### src/rtl/flow_hs_pkg.sv
package flow_hs_pkg;

  typedef enum logic {
    PAIR_RTS_CTS = 1'b0,
    PAIR_DTR_DSR = 1'b1
  } hs_pair_e;

  localparam int BAND_W = 6;

  // Band width in characters for each hysteresis code
  function automatic logic [BAND_W-1:0] band_chars(input logic [3:0] code);
    logic [BAND_W-1:0] b;
    case (code)
      4'd0:  b = 6'd0;
      4'd1:  b = 6'd4;
      4'd2:  b = 6'd6;
      4'd3:  b = 6'd8;
      4'd4:  b = 6'd8;
      4'd5:  b = 6'd16;
      4'd6:  b = 6'd24;
      4'd7:  b = 6'd32;
      4'd8:  b = 6'd12;
      4'd9:  b = 6'd20;
      4'd10: b = 6'd28;
      4'd11: b = 6'd36;
      4'd12: b = 6'd40;
      4'd13: b = 6'd44;
      4'd14: b = 6'd48;
      default: b = 6'd52;
    endcase
    return b;
  endfunction

endpackage

### src/rtl/flow_hs_thresh.sv
module flow_hs_thresh #(
  parameter int DEPTH = 64,
  parameter int LVL_W = $clog2(DEPTH + 1)
) (
  input  logic [LVL_W-1:0] trig,
  input  logic [3:0]       band_sel,
  output logic [LVL_W-1:0] upper,
  output logic [LVL_W-1:0] lower
);
  import flow_hs_pkg::*;

  localparam int SUM_W = LVL_W + 1;

  logic [SUM_W-1:0] band_ext;
  logic [SUM_W-1:0] raw_up;
  logic [SUM_W-1:0] trig_ext;

  always_comb begin
    band_ext = SUM_W'(band_chars(band_sel));
    trig_ext = {1'b0, trig};
    raw_up   = trig_ext + band_ext;
    // clip the band at the FIFO limits
    if (raw_up > SUM_W'(DEPTH)) upper = LVL_W'(DEPTH);
    else                        upper = raw_up[LVL_W-1:0];
    if (trig_ext > band_ext)    lower = trig - band_ext[LVL_W-1:0];
    else                        lower = '0;
  end

endmodule

### src/rtl/flow_hs_rxgate.sv
module flow_hs_rxgate #(
  parameter int LVL_W = 7
) (
  input  logic             clk,
  input  logic             rst_n,
  input  logic             en,
  input  logic [LVL_W-1:0] level,
  input  logic [LVL_W-1:0] trig,
  input  logic [LVL_W-1:0] upper,
  input  logic [LVL_W-1:0] lower,
  output logic             stop,
  output logic             irq
);

  always_ff @(posedge clk or negedge rst_n) begin
    if (!rst_n) begin
      stop <= 1'b0;
      irq  <= 1'b0;
    end else if (!en) begin
      stop <= 1'b0;
      irq  <= 1'b0;
    end else begin
      irq <= (level >= trig);
      if (stop) begin
        if ((level <= lower) && (level < upper)) stop <= 1'b0;
      end else if (level >= upper) begin
        stop <= 1'b1;
      end
    end
  end

  assert_off_clear_R2: assert property (@(posedge clk) disable iff (!rst_n)
    !en |=> (!stop && !irq));

  assert_stop_at_upper_R3: assert property (@(posedge clk) disable iff (!rst_n)
    (en && level >= upper) |=> stop);

  assert_release_R4: assert property (@(posedge clk) disable iff (!rst_n)
    (en && level <= lower && level < upper) |=> !stop);

  assert_band_hold_R5: assert property (@(posedge clk) disable iff (!rst_n)
    (en && level > lower && level < upper) |=> $stable(stop));

  assert_irq_at_trig_R7: assert property (@(posedge clk) disable iff (!rst_n)
    (en && level >= trig) |=> irq);

endmodule

### src/rtl/flow_hs_sync.sv
module flow_hs_sync #(
  parameter int W      = 2,
  parameter int STAGES = 2
) (
  input  logic         clk,
  input  logic         rst_n,
  input  logic [W-1:0] d,
  output logic [W-1:0] q
);

  for (genvar i = 0; i < W; i++) begin : g_bit
    logic [STAGES-1:0] chain;
    always_ff @(posedge clk or negedge rst_n) begin
      if (!rst_n) chain <= '1;  // pins idle deasserted
      else        chain <= {chain[STAGES-2:0], d[i]};
    end
    assign q[i] = chain[STAGES-1];
  end

endmodule

### src/rtl/flow_hs_txgate.sv
module flow_hs_txgate (
  input  logic                  clk,
  input  logic                  rst_n,
  input  logic                  en,
  input  flow_hs_pkg::hs_pair_e pair,
  input  logic                  cts_s_n,
  input  logic                  dsr_s_n,
  output logic                  tx_permit
);
  import flow_hs_pkg::*;

  logic peer_n;

  always_comb begin
    peer_n    = (pair == PAIR_DTR_DSR) ? dsr_s_n : cts_s_n;
    tx_permit = !en || !peer_n;
  end

  assert_permit_free_R9: assert property (@(posedge clk) disable iff (!rst_n)
    !en |-> tx_permit);

endmodule

### src/rtl/modem_flow_ctrl.sv
module modem_flow_ctrl #(
  parameter int DEPTH = 64,
  parameter int LVL_W = $clog2(DEPTH + 1)
) (
  input  logic             clk,
  input  logic             rst_n,
  input  logic [LVL_W-1:0] fifo_level,
  input  logic [LVL_W-1:0] trig_level,
  input  logic [3:0]       hyst_sel,
  input  logic             auto_rts_en,
  input  logic             auto_cts_en,
  input  logic             pair_sel,
  input  logic             cts_n,
  input  logic             dsr_n,
  output logic             rts_n,
  output logic             dtr_n,
  output logic             tx_permit,
  output logic             trig_irq
);
  import flow_hs_pkg::*;

  hs_pair_e         pair;
  logic [LVL_W-1:0] upper;
  logic [LVL_W-1:0] lower;
  logic             stop;
  logic [1:0]       peer_s_n;

  assign pair = hs_pair_e'(pair_sel);

  flow_hs_thresh #(.DEPTH(DEPTH), .LVL_W(LVL_W)) u_thresh (
    .trig     (trig_level),
    .band_sel (hyst_sel),
    .upper    (upper),
    .lower    (lower)
  );

  flow_hs_rxgate #(.LVL_W(LVL_W)) u_rxgate (
    .clk   (clk),
    .rst_n (rst_n),
    .en    (auto_rts_en),
    .level (fifo_level),
    .trig  (trig_level),
    .upper (upper),
    .lower (lower),
    .stop  (stop),
    .irq   (trig_irq)
  );

  flow_hs_sync #(.W(2), .STAGES(2)) u_sync (
    .clk   (clk),
    .rst_n (rst_n),
    .d     ({dsr_n, cts_n}),
    .q     (peer_s_n)
  );

  flow_hs_txgate u_txgate (
    .clk       (clk),
    .rst_n     (rst_n),
    .en        (auto_cts_en),
    .pair      (pair),
    .cts_s_n   (peer_s_n[0]),
    .dsr_s_n   (peer_s_n[1]),
    .tx_permit (tx_permit)
  );

  // Only the selected pin carries flow state; the other idles high
  always_comb begin
    rts_n = (pair == PAIR_RTS_CTS) ? stop : 1'b1;
    dtr_n = (pair == PAIR_DTR_DSR) ? stop : 1'b1;
  end

  assert_idle_pin_high_R8: assert property (@(posedge clk) disable iff (!rst_n)
    (pair_sel |-> rts_n) and (!pair_sel |-> dtr_n));

endmodule

### config.mk
export PLATFORM = sky130hd
export DESIGN_NAME = modem_flow_ctrl
export DESIGN_NICKNAME = d
export VERILOG_FILES = /design/src/rtl/flow_hs_pkg.sv /design/src/rtl/flow_hs_thresh.sv /design/src/rtl/flow_hs_rxgate.sv /design/src/rtl/flow_hs_sync.sv /design/src/rtl/flow_hs_txgate.sv /design/src/rtl/modem_flow_ctrl.sv
export SDC_FILE = /design/constraint.sdc
export NUM_CORES = 1
export LEC_CHECK = 0
export ABC_AREA = 0
export BUFFER_PORTS_ARGS = -buffer_cell sky130_fd_sc_hd__buf_4
export CAP_MARGIN = 25
export CORE_UTILIZATION = 55
export DETAILED_ROUTE_END_ITERATION = 6
export MAX_ROUTING_LAYER = met4
export PLACE_DENSITY = 0.8
export REMOVE_ABC_BUFFERS = 1
export SETUP_SLACK_MARGIN = 0.15
export SLEW_MARGIN = 15
export SYNTH_ARGS = -nofsm -noshare
export SYNTH_HDL_FRONTEND = slang
export SYNTH_HIERARCHICAL = 1
export SYNTH_SLANG_ARGS = --single-unit
### constraint.sdc
create_clock -name clk -period 2.6 [get_ports clk]
set_clock_uncertainty 0.2 [all_clocks]
set_input_delay 0 -clock clk [delete_from_list [all_inputs] [get_ports clk]]
set_output_delay 0 -clock clk [all_outputs]
set_load 0.01 [all_outputs]
==> results of run 1 <==
-- worst max-delay path by stage --
stage | startpoint | end | slack [ns] | cells after the start
floorplan | hyst_sel[0] | u_rxgate/stop$_DFF_PN0_ | -0.30 | 15
global placement | hyst_sel[0] | u_rxgate/stop$_DFF_PN0_ | -0.57 | 17
detailed placement | hyst_sel[0] | u_rxgate/stop$_DFF_PN0_ | -0.70 | 17
CTS | hyst_sel[0] | u_rxgate/stop$_DFF_PN0_ | -0.05 | 17
global route | hyst_sel[0] | u_rxgate/stop$_DFF_PN0_ | -0.44 | 17
finish | hyst_sel[0] | u_rxgate/stop$_DFF_PN0_ | -0.26 | 17
-- cell usage in the layout (no fill, tap or decap), types with 3 or more instances in the layout --
master	n
dlygate4sd3_1	6
buf_6	3
ha_4	11
a21oi_1	10
nand2_1	9
a21oi_2	6
nor2_2	3
clkbuf_4	3
nor2_1	14
o21ai_0	5
a21o_1	3
buf_4	47
xnor2_1	5
ha_1	21
o21a_1	3
a211oi_2	3
nand2b_1	5
inv_1	27
dfstp_2	4
-- cells by family (layout without fill, tap and decap cells) --
kind of cell    after synthesis  after routing
simple gates                 47             47
compound gates               46             46
buf+inv                      37             91
fa+ha+maj                    35             35
xor+xnor                      6              6
flops                         6              6
mux                           2              2
-- timing repair --
action,in CTS,in global routing
buffers inserted,3,0
endpoints found under the hold margin,10,0
hold buffers,6,0
setup endpoints to repair,1,1
pin swaps,26,4
gates resized for setup,42,7
-- worst reg2reg max path, stage by stage, from the launching register on --
cell,delay [ns]
dfrtp_1,0.41
nand2b_1,0.16
a21oi_1,0.19
a211oi_2,0.07
o221ai_2,0.19
-- sequential cells by signal (all words and copies together) (netlist names) --
| signal | cells |
|---|---|
| u_rxgate/stop | 1 |
| u_rxgate/irq | 1 |
| u_sync/g_bit.chain | 4 |
-- power breakdown --
group / leakage (nW) / total [mW] / switching, mW / internal (mW)
Sequential: 0.0678 / 0.112 / 0.00730 / 0.105
Combinational: 0.914 / 0.624 / 0.320 / 0.303
Clock: 0.0150 / 0.102 / 0.0430 / 0.0588
-- stage by stage --
stage	power, mW	setup WS, ns
2_1_floorplan	0.384	-0.297
3_3_place_gp	0.526	-0.567
3_5_place_dp	0.556	-0.700
4_1_cts	0.756	-0.0545
5_1_grt	0.880	-0.436
6_report	0.837	-0.255
-- routing by layer --
layer | part of all wire (%) | vias up | wire length, microns | global-route usage (%)
li1 | - | 719 | - | -
met1 | 35 | 765 | 1850 | 39.3
met2 | 49 | 106 | 2550 | 67.3
met3 | 7.4 | 46 | 391 | 7.54
met4 | 8.7 | 0 | 457 | 29.4
met5 | 0 | - | 0 | -
-- area by class of cell --
cell class	instances	area (sq um)
inverter	30	115
sequential	6	155
multi-input combinational	136	1380
clock buffer	4	26.3
fill	117	284
tap	30	37.5
timing repair buffer	57	462
==> impl_results.rst, run 1 <==
.. list-table::
   :header-rows: 1

   * - Metric
     - Value
   * - Warnings, synthesis
     - 6
   * - Number of enable flip-flop cells after synthesis
     - 0
   * - Async set or reset register ratio after synthesis
     - 100%
   * - Dominant synthesized flop cell
     - dfstp_2
   * - Synth Area per Inst
     - 7.93 sq um
   * - Number of max-slew violations in the final report
     - 0
   * - Gp weighted congestion
     - 0.930
   * - First-pass GRT wire length
     - 7490 microns
   * - Inst Count DP
     - 250
   * - Post-synthesis cell count
     - 179
   * - Area Overhead vs Synth
     - 52.9%
   * - Initial antenna violation count
     - 0
   * - Clock root buffer
     - clkbuf_4
   * - Top post-synthesis cells by count
     - ha_1, inv_1, nor2_1
   * - Top achievable clock speed
     - 350 MHz
   * - Static power due to leakage
     - 0.997 nW
   * - Total Negative Setup Slacks
     - -0.255 ns
   * - Buffers plus inverters on the worst setup path
     - 4
   * - Post-layout minimum cycle time
     - 2.86 ns
   * - # H-tree levels
     - 1
   * - Data required time of the worst path
     - 2.52 ns
   * - Max stage delay on crit path
     - 0.32 ns
   * - Grt total ovfl
     - 0
   * - Worst r2r path cells
     - 4
   * - Startpoint types
     - input port
   * - Clock sink count
     - 6
   * - Violated checks
     - setup timing
   * - Number of stages on the worst hold path
     - 3
   * - Master of the slowest instance on the critical path
     - ha_4
   * - Chain of cells forming the critical path
     - buf_8, ha_2, o21ai_0, nor2_1, a21o_1, ha_4, inv_1, nand4_1, buf_4, a21oi_1, nor2_1, inv_1, ha_1, o21ai_0, nor2_1, nor3_2, o221ai_2
   * - Startpoint of the tightest hold check path
     - auto_cts_en
   * - Number of vias in the routed layout
     - 1,636
   * - Most Frequent Cell on Critical Path
     - nor2_1
   * - Family with the most delay on the worst path
     - compound AO/OA/AOI/OAI gates
   * - Vias in the first global route
     - 1,618
   * - DP Wirelength
     - 3200 microns
   * - Maximum number of pins on one net before global-route repair
     - 10
   * - Arrival time worst endpoint
     - 2.78 ns
   * - Maximum fanout count along the critical path
     - 5
   * - Status
     - finished with violations
   * - Proportion of netlist area held by the largest area contributor
     - 29.1%
   * - Number of maximum-capacitance constraint violations
     - 0
   * - Count of boundary I/O pins
     - 29
   * - Share of the synthesized netlist area taken by xor and xnor gates
     - 3.70%
   * - Post-route DRC violation count
     - 0
   * - Site Rows
     - 18
   * - Capture point of the worst reg-to-reg path
     - u_rxgate/stop$_DFF_PN0_
   * - Die span in y
     - 52.8 microns
   * - Wire length reported by the detailed router
     - 5250 microns
   * - Synthesized-area fraction occupied by adder cells
     - 31.9%
   * - Core Area
     - 2450 sq um
   * - Critical path start-end classification
     - in -> reg
   * - Number of different library cells in the post-synthesis netlist
     - 49
   * - Length of the first detailed-routing pass in iterations
     - 4
   * - Routed wire length per instance
     - 20.0 microns
   * - Final core utilization
     - 88.4%
   * - Area post-placement
     - 1780 sq um
   * - Count leader, synth
     - ha_1
   * - Total of flip-flops plus latches after synthesis
     - 6
   * - Type of destination of the critical path
     - register
   * - Setup repair after global routing missed its margin
     - true
   * - Iter 0 DRT Violations
     - 76
   * - Synthesized cell area
     - 1420 sq um
   * - Worst R2R Setup Slack
     - 1.30 ns
   * - Fin Hold WS
     - 0.0421 ns
   * - GRT Total Usage
     - 39.3%
   * - Insertion delay of the later-clocked pin in the worst-skew pair
     - 0.25 ns
   * - Final-report setup violation count
     - 1
   * - Cell area power density
     - 386 nW/um^2
   * - Post-route non-filler standard cell count
     - 263
   * - Antenna violation net count after detailed routing
     - 0
   * - Actual transition at the worst max-transition pin
     - 0.355 ns
   * - Final worst path period share
     - 110%
   * - Hold endpoint
     - tx_permit
   * - Crit Reg-Reg Startpoint
     - u_rxgate/stop$_DFF_PN0_
   * - Cell types occupying the most area after synthesis
     - ha_1, inv_1, dfstp_2
   * - Max rail drop VDD
     - 0.289 mV
   * - Net count reported at finish
     - 294
   * - Number of buffers created by CTS
     - 3
   * - Library cell occupying the most area in the post-synthesis netlist
     - ha_1
   * - Max clock buf depth
     - 2
   * - Worst path setup slack after routing
     - -0.255 ns
   * - Worst relative slew slack
     - 75.9%
   * - HP Class
     - in -> out
   * - Vias per cell
     - 6.22
   * - ANT cells
     - 0
   * - Proportion of synthesized chip area in sequential cells
     - 10.9%
   * - Share of the synthesized area in compound gates (AO/OA/AOI/OAI)
     - 24.1%
   * - Post-route design area
     - 2170 sq um
   * - Effective utilization at floorplan
     - 57.8%
   * - Floorplan die area
     - 2790 sq um
   * - Clk slew on worst S/H paths
     - 0.06 ns
   * - Synth Area in Simple Gates
     - 16.3%
   * - Post-synthesis mux area share
     - 2.38%
   * - Main combinational cell family by area after synthesis
     - adder cells
   * - Share of cells above drive strength 1
     - 44.6%
   * - Horizontal die dimension
     - 52.8 microns
   * - PortBufs
     - 28
   * - Number of failing hold endpoints at the final stage
     - 0
   * - TritonCTS clock tree
     - built
Power figures use the tool's default switching activity.
==> inputs of run 2 (changes only) <==
--- a/config.mk
+++ b/config.mk
@@ -10,6 +10,7 @@
 export CAP_MARGIN = 25
 export CORE_UTILIZATION = 55
 export DETAILED_ROUTE_END_ITERATION = 6
+export GPL_TIMING_DRIVEN = 0
 export MAX_ROUTING_LAYER = met4
 export PLACE_DENSITY = 0.8
 export REMOVE_ABC_BUFFERS = 1
==> run 2 against run 1 <==
Compared with the run above: hold slack lost 0.018 ns; flip-flop and latch count stayed put; die area unchanged; the flow still finishes with violations (setup timing); fmax is 1.4% higher; cell count fell by 3.4%; routed wire length is 8.6% lower.
==> impl_results.rst, run 2 (same netlist as run 1, synthesis figures left out) <==
.. list-table::
   :header-rows: 1

   * - Metric
     - Value
   * - Status
     - finished with violations
   * - Violated checks
     - setup timing
   * - Startpoint types
     - input port
   * - Type of destination of the critical path
     - register
   * - Post-layout minimum cycle time
     - 2.82 ns
   * - Top achievable clock speed
     - 355 MHz
   * - Number of buffers created by CTS
     - 3
   * - Iter 0 DRT Violations
     - 25
   * - GRT Total Usage
     - 36.0%
   * - Routed wire length per instance
     - 18.9 microns
   * - Area post-placement
     - 1630 sq um
   * - Maximum fanout count along the critical path
     - 4
   * - HP Class
     - in -> reg
   * - Maximum number of pins on one net before global-route repair
     - 11
   * - First-pass GRT wire length
     - 6890 microns
   * - Core Area
     - 2450 sq um
   * - Cell area power density
     - 370 nW/um^2
   * - Count of boundary I/O pins
     - 29
   * - Actual transition at the worst max-transition pin
     - 0.300 ns
   * - TritonCTS clock tree
     - built
   * - Clk slew on worst S/H paths
     - 0.05 ns
   * - Area Overhead vs Synth
     - 47.8%
   * - Number of failing hold endpoints at the final stage
     - 0
   * - Top flop regs
     - u_sync/g_bit.chain (4), u_rxgate/irq (1), u_rxgate/stop (1)
   * - Area taken by flip-flops and latches
     - 155 sq um
   * - Final-report setup violation count
     - 1
   * - DP Wirelength
     - 2810 microns
   * - Number of flip-flops under the largest register name
     - 4
   * - Worst setup slack after placement
     - -0.856 ns
   * - Effective utilization at floorplan
     - 57.8%
   * - Worst path setup slack after routing
     - -0.217 ns
   * - Arrival time worst endpoint
     - 2.73 ns
   * - Top library cells by usage in the layout, fill and taps aside
     - buf_4, inv_1, ha_1, nor2_1, ha_4
   * - Sum of internal, switching and leakage power
     - 0.777 mW
   * - ANT cells
     - 0
   * - Number of maximum-capacitance constraint violations
     - 0
   * - Number of vias in the routed layout
     - 1,499
   * - Commonest non-fill, non-tap cell in the layout
     - buf_4
   * - Site Rows
     - 18
   * - Wire length reported by the detailed router
     - 4800 microns
   * - Number of filler instances in the final layout
     - 131
   * - PortBufs
     - 28
   * - Share of cells above drive strength 1
     - 42.0%
   * - Die span in y
     - 52.8 microns
   * - Final core utilization
     - 85.5%
   * - Fin Hold WS
     - 0.0240 ns
   * - Clock root buffer
     - clkbuf_4
   * - Combined area of the multi-input logic cells
     - 1360 sq um
   * - Antenna violation net count after detailed routing
     - 0
   * - Post-route non-filler standard cell count
     - 254
   * - Max clock buf depth
     - 2
   * - Worst relative slew slack
     - 79.6%
   * - Length of the first detailed-routing pass in iterations
     - 4
   * - Net count reported at finish
     - 286
   * - Total Negative Setup Slacks
     - -0.217 ns
   * - Floorplan die area
     - 2790 sq um
   * - Insertion delay of the later-clocked pin in the worst-skew pair
     - 0.24 ns
   * - Horizontal die dimension
     - 52.8 microns
   * - Initial antenna violation count
     - 0
   * - Inst Count DP
     - 230
   * - Final worst path period share
     - 108%
   * - Gp weighted congestion
     - 0.857
   * - Number of max-slew violations in the final report
     - 0
   * - # H-tree levels
     - 1
   * - Register with the most flip-flops
     - u_sync/g_bit.chain
   * - Post-route design area
     - 2100 sq um
   * - Vias per cell
     - 5.90
   * - Grt total ovfl
     - 0
   * - Vias in the first global route
     - 1,543
   * - Clock sink count
     - 6
   * - Post-route DRC violation count
     - 0
   * - Static power due to leakage
     - 0.960 nW
   * - Setup repair after global routing missed its margin
     - true
   * - Data required time of the worst path
     - 2.51 ns
   * - Critical path start-end classification
     - in -> reg
   * - Max rail drop VDD
     - 0.370 mV
==> run 2: cell count changes in the layout (fill, tap and decap cells not counted), moves of 2 or more <==
cell / change
buf_4: -9
ha_1: -2
o21ai_0: -3
a21oi_4: +2
ha_2: +2
o21ai_1: +2
==> run 2: critical path: stages <==
cell and delay, ns:
buf_8 0.11, inv_4 0.06, ha_4 0.11, nor3b_2 0.24
ha_1 0.27, fa_2 0.27, o21bai_4 0.08, a211o_1 0.34
a31oi_4 0.27, buf_6 0.14, nor2_1 0.05, inv_1 0.11
ha_4 0.21, nand3b_1 0.10, a21oi_2 0.07, nor3_2 0.18
o221ai_1 0.11
==> run 2: worst paths after layout <==
path | start | endpoint | depth (start not counted) | slack, ns
hold reg to reg | u_sync/g_bit[0].chain[0]$_DFF_PN1_ | u_sync/g_bit[0].chain[1]$_DFF_PN1_ | 0 | 0.15
min in group asynchronous | rst_n | u_sync/g_bit[1].chain[0]$_DFF_PN1_ | 2 | 0.08
max in group asynchronous | rst_n | u_rxgate/irq$_DFF_PN0_ | 3 | 1.56
setup reg to reg | u_rxgate/stop$_DFF_PN0_ | u_rxgate/stop$_DFF_PN0_ | 4 | 1.35
hold / removal | fifo_level[6] | u_rxgate/irq$_DFF_PN0_ | 4 | 0.02
setup / recovery | hyst_sel[0] | u_rxgate/stop$_DFF_PN0_ | 17 | -0.22
==> run 2: per-layer routing <==
metal  track usage [%]  up-vias  routed length (microns)
met1              34.4      712                     1850
met4              15.8        0                      245
met5                 -        -                        0
li1                  -      702                        -
met2              66.9       57                     2510
met3              9.57       28                      194
==> run 2: layout make-up <==
| type | count | share of cell area (%) |
|---|---|---|
| tap | 30 | 1.79 |
| sequential | 6 | 7.39 |
| clock buffer | 3 | 1.07 |
| multi-input combinational | 136 | 65.0 |
| timing repair buffer | 49 | 19.3 |
| inverter | 30 | 5.48 |
==> run 2: repair_timing <==
item	CTS	global route
hold endpoints to repair	10	0
setup endpoints to repair	1	1
gates resized for setup	46	7
setup buffers	13	2
hold buffers	6	0
pin swaps	32	13
==> run 2: power breakdown <==
group          switching [mW]  internal [mW]  total, mW
clock network          0.0345         0.0523     0.0868
logic                   0.294          0.286      0.580
registers             0.00542          0.105      0.110
